===== config.mk =====
export PLATFORM = sky130hd
export DESIGN_NAME = fte_eval
export DESIGN_NICKNAME = d
export VERILOG_FILES = /design/src/rtl/fte_pkg.sv /design/src/rtl/fte_rules.sv /design/src/rtl/fte_match.sv /design/src/rtl/fte_eval.sv
export SDC_FILE = /design/constraint.sdc
export NUM_CORES = 1
export LEC_CHECK = 0
export ABC_CLOCK_PERIOD_IN_PS = 5100
export BUFFER_PORTS_ARGS = -buffer_cell sky130_fd_sc_hd__buf_4
export CAP_MARGIN = 20
export CORE_ASPECT_RATIO = 2
export CORE_MARGIN = 5
export CORE_UTILIZATION = 31
export CTS_CLUSTER_SIZE = 14
export DETAILED_ROUTE_END_ITERATION = 10
export PLACE_DENSITY = 0.68
export SLEW_MARGIN = 20
export SYNTH_ARGS = -nofsm -noshare
export SYNTH_HDL_FRONTEND = slang
export SYNTH_HIERARCHICAL = 1
export SYNTH_SLANG_ARGS = --single-unit

===== constraint.sdc =====
create_clock -name clk -period 5.1 [get_ports clk]
set_input_delay 1.02 -clock clk [delete_from_list [all_inputs] [get_ports clk]]
set_output_delay 1.02 -clock clk [all_outputs]
set_load 0.05 [all_outputs]

===== src/rtl/fte_pkg.sv =====
package fte_pkg;

    localparam int DEF_IN_W     = 3;
    localparam int DEF_ROWS     = 8;
    localparam int DEF_EVO_COLS = 3;
    localparam int DEF_OUTS     = 6;

    typedef enum logic [1:0] {
        ST_IDLE,
        ST_CHECK,
        ST_SETTLE,
        ST_SAMPLE
    } ev_state_e;

    // Legal codes exclude all-zero and all-one.
    function automatic int vec_count(int in_w);
        return (1 << in_w) - 2;
    endfunction

    function automatic int score_bits(int in_w, int outs);
        return $clog2(vec_count(in_w) * outs + 1);
    endfunction

endpackage


===== src/rtl/fte_rules.sv =====
module fte_rules #(
    parameter int IN_W     = fte_pkg::DEF_IN_W,
    parameter int ROWS     = fte_pkg::DEF_ROWS,
    parameter int EVO_COLS = fte_pkg::DEF_EVO_COLS,
    parameter int OUTS     = fte_pkg::DEF_OUTS
) (
    input  logic [IN_W*ROWS-1:0]                in_conn,
    input  logic [(EVO_COLS-1)*ROWS*ROWS-1:0]   mid_conn,
    input  logic [OUTS*ROWS-1:0]                out_sel,
    output logic                                cfg_ok
);
    localparam int STAGES = EVO_COLS - 1;

    logic [IN_W-1:0]        in_used;
    logic [ROWS-1:0]        first_ok;
    logic [STAGES*ROWS-1:0] stage_ok;
    logic [OUTS-1:0]        sel_ok;

    for (genvar gi = 0; gi < IN_W; gi++) begin : g_in
        logic [ROWS-1:0] fan;
        for (genvar gj = 0; gj < ROWS; gj++) begin : g_fan
            assign fan[gj] = in_conn[gj*IN_W + gi];
        end
        assign in_used[gi] = |fan;
    end

    for (genvar gj = 0; gj < ROWS; gj++) begin : g_first
        assign first_ok[gj] = $countones(in_conn[gj*IN_W +: IN_W]) >= 2;
    end

    for (genvar gs = 0; gs < STAGES; gs++) begin : g_stage
        for (genvar gj = 0; gj < ROWS; gj++) begin : g_cell
            assign stage_ok[gs*ROWS + gj] =
                $countones(mid_conn[(gs*ROWS + gj)*ROWS +: ROWS]) >= 2;
        end
    end

    for (genvar go = 0; go < OUTS; go++) begin : g_sel
        assign sel_ok[go] = $countones(out_sel[go*ROWS +: ROWS]) == 1;
    end

    assign cfg_ok = (&in_used) & (&first_ok) & (&stage_ok) & (&sel_ok);

endmodule


===== src/rtl/fte_match.sv =====
module fte_match #(
    parameter int OUTS  = fte_pkg::DEF_OUTS,
    parameter int CNT_W = 6
) (
    input  logic [OUTS-1:0]  got,
    input  logic [OUTS-1:0]  want,
    output logic [CNT_W-1:0] hits
);
    logic [OUTS-1:0] agree;

    assign agree = ~(got ^ want);
    assign hits  = CNT_W'($countones(agree));

endmodule


===== src/rtl/fte_eval.sv =====
module fte_eval #(
    parameter int IN_W     = fte_pkg::DEF_IN_W,
    parameter int ROWS     = fte_pkg::DEF_ROWS,
    parameter int EVO_COLS = fte_pkg::DEF_EVO_COLS,
    parameter int OUTS     = fte_pkg::DEF_OUTS,
    localparam int N_VEC   = fte_pkg::vec_count(IN_W),
    localparam int SCORE_W = fte_pkg::score_bits(IN_W, OUTS)
) (
    input  logic                               clk,
    input  logic                               rst,
    input  logic                               start,
    input  logic [IN_W*ROWS-1:0]               cfg_in_conn,
    input  logic [(EVO_COLS-1)*ROWS*ROWS-1:0]  cfg_mid_conn,
    input  logic [OUTS*ROWS-1:0]               cfg_out_sel,
    input  logic [N_VEC*OUTS-1:0]              exp_table,
    input  logic [OUTS-1:0]                    arr_out,
    output logic [IN_W-1:0]                    arr_in,
    output logic                               done,
    output logic [SCORE_W-1:0]                 score
);
    import fte_pkg::*;

    localparam int IDX_W = $clog2(N_VEC);

    ev_state_e          state;
    logic [IDX_W-1:0]   vec_idx;
    logic               cfg_ok;
    logic [SCORE_W-1:0] hits;
    logic [OUTS-1:0]    want_row;

    fte_rules #(
        .IN_W(IN_W), .ROWS(ROWS), .EVO_COLS(EVO_COLS), .OUTS(OUTS)
    ) u_rules (
        .in_conn (cfg_in_conn),
        .mid_conn(cfg_mid_conn),
        .out_sel (cfg_out_sel),
        .cfg_ok  (cfg_ok)
    );

    assign want_row = exp_table[vec_idx*OUTS +: OUTS];

    fte_match #(.OUTS(OUTS), .CNT_W(SCORE_W)) u_match (
        .got (arr_out),
        .want(want_row),
        .hits(hits)
    );

    always_ff @(posedge clk) begin
        if (rst) begin
            state   <= ST_IDLE;
            vec_idx <= '0;
            arr_in  <= '0;
            done    <= 1'b0;
            score   <= '0;
        end else begin
            done <= 1'b0;
            unique case (state)
                ST_IDLE: begin
                    if (start) begin
                        score   <= '0;
                        vec_idx <= '0;
                        state   <= ST_CHECK;
                    end
                end
                ST_CHECK: begin
                    if (cfg_ok) begin
                        arr_in <= IN_W'(1);
                        state  <= ST_SETTLE;
                    end else begin
                        done  <= 1'b1;
                        state <= ST_IDLE;
                    end
                end
                ST_SETTLE: state <= ST_SAMPLE;
                ST_SAMPLE: begin
                    score <= score + hits;
                    if (vec_idx == IDX_W'(N_VEC - 1)) begin
                        arr_in <= '0;
                        done   <= 1'b1;
                        state  <= ST_IDLE;
                    end else begin
                        vec_idx <= vec_idx + 1'b1;
                        arr_in  <= arr_in + 1'b1;
                        state   <= ST_SETTLE;
                    end
                end
                default: state <= ST_IDLE;
            endcase
        end
    end

endmodule


==> summary.txt, run 1 <==
CTS tree -> built
flops & latches, synth -> 15
CP Class -> in2reg
Switch Pwr -> 0.571 mW
first-pass GRT wire length -> 26300 um
Tcrit/Tclk final -> 98.0%
fin area -> 0.00807 mm^2
part of the power in registers -> 9.1%
worst path cell trace -> buf_4 -> mux4_2 -> inv_1 -> o22ai_1 -> xor2_1 -> fa_1 -> inv_1 -> fa_1 -> ha_1 -> fa_1 -> ha_1 -> a211o_1 -> and3_2 -> a211oi_2 -> mux2_4
max-slew violation count -> 0
RePlAce Congestion -> 0.799
PortBufs -> 254
yosys warns -> 6
Finish-stage setup viols -> 0
max-cap viol count -> 0
Die X -> 106 um
Die ar. -> 0.0214 mm^2
post-route ant nets -> 0
worst skew pair latency -> 0.25 ns
Sw Share -> 43.5%
CP bufs+invs -> 3
outcome -> complete, no violations
Final Hold Vio Count -> 0
Num CTS Buffers -> 3
fraction of layout cells with a size suffix above 1 -> 32.0%
clock-pin slew on the worst setup and hold paths -> 0.05 ns
Core Rows -> 70
final worst setup slack -> 0.101 ns
Area contributors post-synth -> fa_1, inv_1, ha_1
DR iter-0 viols -> 68
CP max stage delay -> 0.60 ns
GR Util All Layers -> 15.1%
dominant cell type by area after synthesis -> fa_1
final wirelength -> 16500 um
Starting Density -> 31.4%
CTS Sinks -> 15
DRT Pass-1 Iters -> 6
Layout Nets -> 1363
top_reg_cell synth -> dfxtp_1
largest net degree at the start of global routing -> 18
Post-synth EDFFs -> 0
Yosys cell types -> 60
startpoint types -> primary input
gr ovfl total -> 0
worst-path fanout max -> 3
Int Power -> 0.741 mW
slowest CP cell -> fa_1
crit path DAT -> 5.13 ns
height of the die -> 202 um
Max Clk Rate -> 0.200 GHz
Mapped Cells -> 677
Max Root-Sink Buffers -> 2
Setup crit end kind -> flop
Slew HR -> 54.2%
antenna cells -> 0
FFs w/ async S/R, synth -> 0%
Final min period -> 5.00 ns
fillcell total -> 1828
FF+latch area -> 300 um^2
DRC viols -> 0
placed wire-length estimate -> 15700 um
Worst-Margin Slew -> 0.686 ns
Pwr Density -> 162 mW/mm^2
antenna violations before repair -> 0
register area share after synthesis -> 5.25%
static leakage -> 4.61 nW
core area -> 0.0182 mm^2
Cell Area, Synth -> 0.00572 mm^2
vias -> 5267
num ports -> 255
WL per Instance -> 14.3 um
worst path required time -> 5.23 ns
Mean Syn Cell Area -> 8.45 um^2
drt via density -> 4.55
Hold Crit Class -> reg2reg
Place WS -> -0.616 ns
crit-path leading delay family -> adder cells
worst vdd ir -> 0.0931 mV
Synth top area share -> 32.2%
most used cell, CP -> fa_1
Area Overhead vs Synth -> 41.1%
Tot Pwr -> 1.31 mW
htree depth -> 1
Logic pwr share -> 79.1%
Cell Area, Placed -> 0.00794 mm^2
area of the multi-input gates -> 0.00433 mm^2
number of global-route vias before repair -> 5767
Clk pwr share -> 11.8%
clock skew -> 0.00206 ns
clock root buffer -> clkbuf_16
post-layout utilization of the core -> 44.3%
-- stage by stage --
step	hold WS, ns	TNS (ns)	instances
floorplan	0.534	0	679
global placement	0.507	-3.14	1153
detailed placement	0.519	-2.70	1153
CTS	0.526	0	1157
global route	0.563	-0.00776	1158
finish	0.515	0	1158
-- worst min-delay path: stages, from the launching register on --
cell     delay (ns)
dfxtp_1        0.33
o21ai_0        0.08
a21oi_1        0.06
-- layer usage --
| metal | vias to the layer above | routed length, um | share of wire [%] | GRT usage (%) |
|---|---|---|---|---|
| met2 | 186 | 9950 | 60 | 32.6 |
| li1 | 2567 | - | - | - |
| met5 | - | 0 | 0 | 0 |
| met3 | 20 | 1260 | 7.6 | 3.26 |
| met4 | 0 | 366 | 2.2 | 3.43 |
| met1 | 2494 | 4960 | 30 | 13.5 |
-- flip-flops by register name (all words and copies together) (netlist names) --
name     count
done         1
state        2
score        6
vec_idx      3
arr_in       3
-- cell usage in the layout, fill, tap and decap left out, types with 4 or more instances in the layout --
cell type	netlist	final
inv_1	284	284
buf_4	4	270
fa_1	92	92
ha_1	83	82
nand2_1	22	22
nor2_1	19	19
a21oi_1	19	19
dfxtp_1	15	15
o22ai_1	8	8
mux2i_1	7	7
o21ai_0	8	7
a2111oi_0	13	7
mux4_2	6	6
nand3b_1	6	6
nor2b_1	6	6
xor2_1	5	5
nor3_1	5	5
or4_1	5	5
a22oi_1	4	4
nand2b_1	4	4
nand4_1	4	4
a2111oi_1	0	4
a211oi_1	4	4
-- power by group through the flow --
stage / Sequential (mW) / Combinational (mW) / Clock [mW]
after floorplan: 0.122 / 0.635 / 0
after global placement: 0.122 / 1.00 / 0
after detailed placement: 0.122 / 1.05 / 0
after CTS: 0.119 / 1.06 / 0.158
after global routing: 0.119 / 1.21 / 0.164
final: 0.119 / 1.04 / 0.154
-- cells in the mapped netlist, drive strengths merged (5+ instances only) --
| cell | instances |
|---|---|
| nand3b | 6 |
| o22ai | 8 |
| nor2 | 19 |
| fa | 92 |
| xor2 | 5 |
| inv | 284 |
| a2111oi | 15 |
| o21ai | 8 |
| nand2 | 23 |
| mux4 | 6 |
| ha | 83 |
| nor3 | 5 |
| a211oi | 5 |
| dfxtp | 15 |
| nor2b | 6 |
| a21oi | 19 |
| mux2i | 7 |
| buf | 7 |
| or4 | 7 |
-- path summary, 6_finish.rpt --
kind	startpoint	end	slack, ns	cells past startpoint
setup reg to reg	vec_idx[0]	score[5]	0.25	14
setup / recovery	exp_table[18]	score[5]	0.10	15
hold reg to reg	arr_in[2]	arr_in[2]	0.52	2
hold / removal	arr_in[2]	arr_in[2]	0.52	2
-- area by class of cell --
cell class              count  share of cell area (%)
flip-flops and latches     15                    3.72
well taps                 216                    3.35
clock inverters             1                  0.0620
inverters                 284                    13.2
clock buffers               3                   0.930
multi-input cells         369                    53.6
repair buffers            270                    25.1
-- logic make-up (layout without fill, tap and decap cells) --
kind of cell	Yosys count	count (layout)	share of synthesized area [%]
xor gates and xnor gates	8	8	1.22
muxes	17	17	4.44
adders and majority gates	175	175	50.3
DFF	15	15	5.25
and+or+nand+nor	90	90	8.92
other	1	3	0.0655
AOI/OAI and AO/OA	76	76	9.69
buffers and inverters	295	558	20.1
-- timing repair --
action | 4_1_cts | 5_1_grt
gates resized for setup | 3 | 8
setup buffers | 0 | 1
endpoints found under the hold margin | 0 | 0
endpoints found under the setup margin | 5 | 5
pin swaps | 0 | 8
hold buffers | 0 | 0
Power figures use the tool's default switching activity.
==> run 2, diff against run 1 <==
Settings changed: CORE_MARGIN 5 to not set.
==> run 2 against run 1 <==
Net effect: clock skew fell by 0.00085 ns; register-to-register slack improved by 0.11 ns; critical path depth did not move; fmax is 0.74% higher; wire length decreased by 6.3%; highest routed layer unchanged; clock-buffer cell count did not move; the flow now finishes with violations (DRC); largest power group unchanged; cell area decreased by 0.33%; die area fell by 11%.
==> summary.txt, run 2 (synthesis results as in run 1) <==
Setup crit end kind -> flop
Area Overhead vs Synth -> 40.6%
worst-path fanout max -> 2 (-1)
placed wire-length estimate -> 14600 um (-7.2%)
Pwr Density -> 161 mW/mm^2 (-0.88%)
WHS -> 0.489 ns (-0.0262 ns)
CP Class -> in2reg
Final Hold Vio Count -> 0 (unchanged)
static leakage -> 4.61 nW (about the same)
number of global-route vias before repair -> 5682 (-1.5%)
failing checks -> DRC
Final min period -> 4.96 ns (-0.0366 ns)
Core Rows -> 70 (unchanged)
num ports -> 255 (unchanged)
R2R depth -> 14 (unchanged)
slowest CP cell -> fa_1
antenna cells -> 0 (unchanged)
htree depth -> 1 (unchanged)
Max Clk Rate -> 0.201 GHz (+0.74%)
Cell Area, Placed -> 0.00794 mm^2 (about the same)
worst hold path endpoint -> arr_in[2]
worst path cell trace -> buf_4 -> mux4_2 -> inv_1 -> o22ai_1 -> xor2_1 -> fa_1 -> inv_1 -> fa_1 -> ha_1 -> fa_1 -> ha_1 -> a211o_1 -> and3_2 -> a211oi_2 -> mux2_4
gr ovfl total -> 0 (unchanged)
Post-CTS Hold Fix Bufs -> 0 (unchanged)
clock-pin slew on the worst setup and hold paths -> 0.05 ns (about the same)
CTS tree -> built
RePlAce Congestion -> 0.812 (+1.6%)
core area -> 0.0182 mm^2 (unchanged)
Worst-Margin Slew -> 0.572 ns (-0.114 ns)
Finish-stage setup viols -> 0 (unchanged)
height of the die -> 194 um (-4.0%)
Tot Pwr -> 1.30 mW (-1.2%)
vias -> 5238 (-0.55%)
crit path DAT -> 5.10 ns (-0.03 ns)
Die ar. -> 0.0190 mm^2 (-11%)
fin area -> 0.00805 mm^2 (-0.33%)
hold path start -> arr_in[2]
worst vdd ir -> 0.107 mV (+15%)
RR Endpoint -> score[5]
outcome -> finished, violations left
Max Root-Sink Buffers -> 2 (unchanged)
Biggest register -> score
DR iter-0 viols -> 101 (+49%)
first-pass GRT wire length -> 25100 um (-4.6%)
DRC viols -> 21 (+21)
biggest regs -> score (6), arr_in (3), vec_idx (3)
GR Util All Layers -> 16.5% (+1.3 points)
worst skew pair latency -> 0.25 ns (about the same)
CTS Sinks -> 15 (unchanged)
Num CTS Buffers -> 3 (unchanged)
R2R Path Start -> vec_idx[0]
Layout Nets -> 1364 (+0.073%)
antenna violations before repair -> 0 (unchanged)
commonest non-fill, non-tap cell in the layout -> inv_1
max reg flops -> 6 (unchanged)
most used cell, CP -> fa_1
PortBufs -> 254 (unchanged)
fraction of layout cells with a size suffix above 1 -> 31.8% (-0.14 points)
Slew HR -> 60.9% (+6.7 points)
Hold Crit Class -> reg2reg
most frequent cells in the layout -> inv_1, buf_4, fa_1, ha_1, nand2_1
CP max stage delay -> 0.58 ns (-0.02 ns)
Die X -> 98.1 um (-7.5%)
worst path required time -> 5.24 ns (about the same)
max-cap viol count -> 0 (unchanged)
drt via density -> 4.52 (-0.64%)
startpoint types -> primary input
final wirelength -> 15500 um (-6.3%)
largest net degree at the start of global routing -> 18 (unchanged)
post-route ant nets -> 0 (unchanged)
r2r setup slk -> 0.36 ns (+0.11 ns)
Starting Density -> 31.4% (unchanged)
max-slew violation count -> 0 (unchanged)
Hold Path Depth -> 2 (unchanged)
clock root buffer -> clkbuf_16
Tcrit/Tclk final -> 97.3% (-0.72 points)
WL per Instance -> 13.4 um (-6.4%)
unrepaired setup endpoints after global routing -> no
DRT Pass-1 Iters -> 7 (+1)
clock skew -> 0.00121 ns (-0.000846 ns)
[run 2: cell count changes in the layout (fill, tap and decap cells not counted), sizes merged]
cell  before  now
buf      270  271
[run 2: repair_timing]
action	in CTS	in global routing
resized for setup	0	6
endpoints found under the setup margin	0	6
setup buffers	0	1
[run 2: area by class of cell]
type                       instances  area [um^2]
clock buffer                       3         75.1
clock inverter                     1         5.00
fill                            1832        10200
inverter                         284         1070
multi-input combinational        369         4300
sequential                        15          300
tap                              216          270
timing repair buffer             271         2030
[run 2: power by group]
part	switching [mW]	internal (mW)	total, mW	leakage (nW)
clock network	0.0542	0.105	0.159	0.0409
registers	0.00118	0.118	0.119	0.121
logic	0.504	0.514	1.02	4.45
total	0.559	0.737	1.30	4.61
[run 2: metal layers]
metal	share of wire [%]	global-route usage [%]	up-vias
met5	0	0	-
met3	6.4	2.42	27
met1	29	14.0	2465
li1	-	-	2560
met4	2.5	4.04	0
met2	62	36.8	186
[run 2: how the worst max path moves through the flow]
stage | start | end | depth (start not counted)
2_1_floorplan | exp_table[18] | score[5] | 14
5_1_grt | exp_table[18] | score[5] | 15
3_5_place_dp | cfg_mid_conn[64] | arr_in[0] | 19
3_3_place_gp | cfg_mid_conn[64] | arr_in[0] | 19
6_report | exp_table[18] | score[5] | 15
4_1_cts | cfg_mid_conn[64] | arr_in[0] | 19
[run 2: stage by stage]
stage                     setup TNS, ns  std cells  worst slack (ns)  utilization, %
after floorplan                       0        679             0.151               -
after global placement           -0.659       1154            -0.201            43.6
after detailed placement         -0.958       1154            -0.249            43.6
after CTS                             0       1158            0.0108            44.0
after global routing                  0       1159           0.00984            44.2
final                                 0       1159             0.137            44.2
[run 2: worst max-delay path: cells and delay by family]
kind	cells	cell delay, ns
adder cells (fa/ha/maj)	5	2.08
multiplexers	2	0.77
AO/OA/AOI/OAI	3	0.61
buffers and inverters	3	0.23
XOR/XNOR	1	0.19
AND/OR/NAND/NOR	1	0.18
==> run 3, diff against run 2 <==
Settings changed: BUFFER_PORTS_ARGS -buffer_cell sky130_fd_sc_hd__buf_4 to not set, DONT_BUFFER_PORTS set to 1, PLACE_DENSITY 0.68 to 0.55.
==> run 3 against run 2 <==
Net effect: non-clock buffer count down 264; clock-buffer cell count stayed put; final cell count shrank 23%; clock skew grew 0.00088 ns; clock power about the same; the run still ends with DRC left; largest power group unchanged; die area stayed put.
==> summary.txt, run 3 (synthesis results as in run 1) <==
outcome -> finished, violations left
failing checks -> DRC
DRT Pass-1 Iters -> 8 (+1)
global-route met2 utilization -> 32.2% (-4.6 points)
worst path required time -> 5.24 ns (about the same)
gr busiest metal -> met2
max-slew violation count -> 0 (unchanged)
largest net degree at the start of global routing -> 18 (unchanged)
Max Clk Rate -> 0.207 GHz (+2.6%)
DR iter-0 viols -> 81 (-20%)
Worst-Margin Slew -> 0.696 ns (+0.124 ns)
max reg flops -> 6 (unchanged)
cts repair resizes -> 0 (unchanged)
PortBufs -> 0 (-100%)
height of the die -> 194 um (unchanged)
Pwr Density -> 185 mW/mm^2 (+15%)
RePlAce Congestion -> 0.761 (-6.3%)
most frequent cells in the layout -> inv_1, fa_1, ha_1, nand2_1
Setup crit end kind -> flop
Finish-stage setup viols -> 0 (unchanged)
antenna violations before repair -> 0 (unchanged)
Final min period -> 4.84 ns (-0.126 ns)
R2R Path Start -> vec_idx[0]
Area Overhead vs Synth -> 5.90%
fraction of layout cells with a size suffix above 1 -> 5.15% (-27 points)
worst hold path endpoint -> done
Die ar. -> 0.0190 mm^2 (unchanged)
worst vdd ir -> 0.0877 mV (-18%)
Place WS -> -0.233 ns (+0.0159 ns)
Max Root-Sink Buffers -> 2 (unchanged)
drt via density -> 4.75 (+5.1%)
commonest non-fill, non-tap cell in the layout -> inv_1
RR Endpoint -> score[5]
worst-path fanout max -> 3 (+1)
Biggest register -> score
WL per Instance -> 15.6 um (+17%)
Starting Density -> 31.4% (unchanged)
M1 GR Usage -> 12.2% (-1.9 points)
Post-CTS Hold Fix Bufs -> 0 (unchanged)
CTS Sinks -> 15 (unchanged)
met3 Track Usage GR -> 3.24% (+0.83 points)
setup TNS -> 0 ns (unchanged)
CTS tree -> built
Die X -> 98.1 um (unchanged)
core area -> 0.0182 mm^2 (unchanged)
Final Hold Vio Count -> 0 (unchanged)
Hold Crit Class -> reg2reg
static leakage -> 3.33 nW (-28%)
GR Util All Layers -> 14.7% (-1.8 points)
biggest regs -> score (6), arr_in (3), vec_idx (3)
DRC viols -> 21 (unchanged)
number of global-route vias before repair -> 4734 (-17%)
placed wire-length estimate -> 13200 um (-9.5%)
startpoint types -> primary input
gr ovfl total -> 0 (unchanged)
Tot Pwr -> 1.12 mW (-13%)
post-route ant nets -> 0 (unchanged)
antenna cells -> 0 (unchanged)
final worst setup slack -> 0.263 ns (+0.126 ns)
vias -> 4253 (-19%)
hold path start -> state[0]
unrepaired setup endpoints after global routing -> no
post-CTS setup buffers -> 0 (unchanged)
CP Class -> in2reg
num ports -> 255 (unchanged)
Tcrit/Tclk final -> 94.8% (-2.5 points)
R2R depth -> 14 (unchanged)
max-cap viol count -> 0 (unchanged)
Core Rows -> 70 (unchanged)
final wirelength -> 13900 um (-10%)
Hold Path Depth -> 1 (-1)
clock root buffer -> clkbuf_16
Layout Nets -> 1100 (-19%)
clock-pin slew on the worst setup and hold paths -> 0.05 ns (about the same)
r2r setup slk -> 0.40 ns (+0.04 ns)
htree depth -> 1 (unchanged)
crit path DAT -> 4.98 ns (-0.12 ns)
clock skew -> 0.00209 ns (+0.000879 ns)
Num CTS Buffers -> 3 (unchanged)
first-pass GRT wire length -> 21700 um (-14%)
Slew HR -> 53.5% (-7.4 points)
worst skew pair latency -> 0.25 ns (about the same)
-- run 3: changes by cell type in the layout (fill, tap and decap cells not counted) --
cell and delta:
a2111oi_2 -1, buf_4 -264, a2111oi_1 +1
-- run 3: layer usage --
layer / share of wire [%] / wire (um)
met5: 0 / 0
met4: 2.7 / 371
met3: 9.0 / 1260
met2: 59 / 8290
met1: 29 / 4020
-- run 3: worst max-delay path: stages --
cell and delay (ns):
mux4_2 0.44, inv_1 0.08, o22ai_1 0.10, xor2_1 0.33, fa_1 0.47, inv_1 0.09, fa_1 0.39, ha_1 0.22
fa_1 0.46, ha_1 0.30, a211o_1 0.32, and3_2 0.20, a211oi_2 0.23, mux2_4 0.31
-- run 3: worst max path at each step --
stage	to	startpoint	slack, ns
6_report	score[5]	exp_table[19]	0.26
5_1_grt	arr_in[1]	cfg_out_sel[8]	0.004
4_1_cts	arr_in[0]	cfg_mid_conn[104]	0.006
3_5_place_dp	arr_in[0]	cfg_mid_conn[104]	-0.23
3_3_place_gp	arr_in[0]	cfg_mid_conn[120]	-0.08
2_1_floorplan	score[5]	exp_table[18]	0.15
-- run 3: layout make-up --
type | count | area [um^2]
Timing Repair Buffer | 7 | 52.6
Sequential cell | 15 | 300
Fill cell | 1900 | 12200
Clock inverter | 1 | 5.00
Inverter | 284 | 1070
Multi-Input combinational cell | 369 | 4290
Tap cell | 216 | 270
Clock buffer | 3 | 75.1
-- run 3: power breakdown --
part / leakage, nW / internal [mW] / total, mW / switching [mW]
sequential: 0.121 / 0.118 / 0.120 / 0.00231
clock: 0.0409 / 0.105 / 0.159 / 0.0541
combinational: 3.17 / 0.378 / 0.843 / 0.466
total: 3.33 / 0.601 / 1.12 / 0.522
-- run 3: per-stage QoR --
stage | util [%] | area (um^2) | cells | hold slack [ns]
after CTS | 33.2 | 6050 | 895 | 0.600
after global placement | 32.8 | 5970 | 891 | 0.601
final | 33.3 | 6060 | 895 | 0.607
after global routing | 33.3 | 6060 | 895 | 0.643
after floorplan | - | 5730 | 679 | 0.534
after detailed placement | 32.8 | 5970 | 891 | 0.590
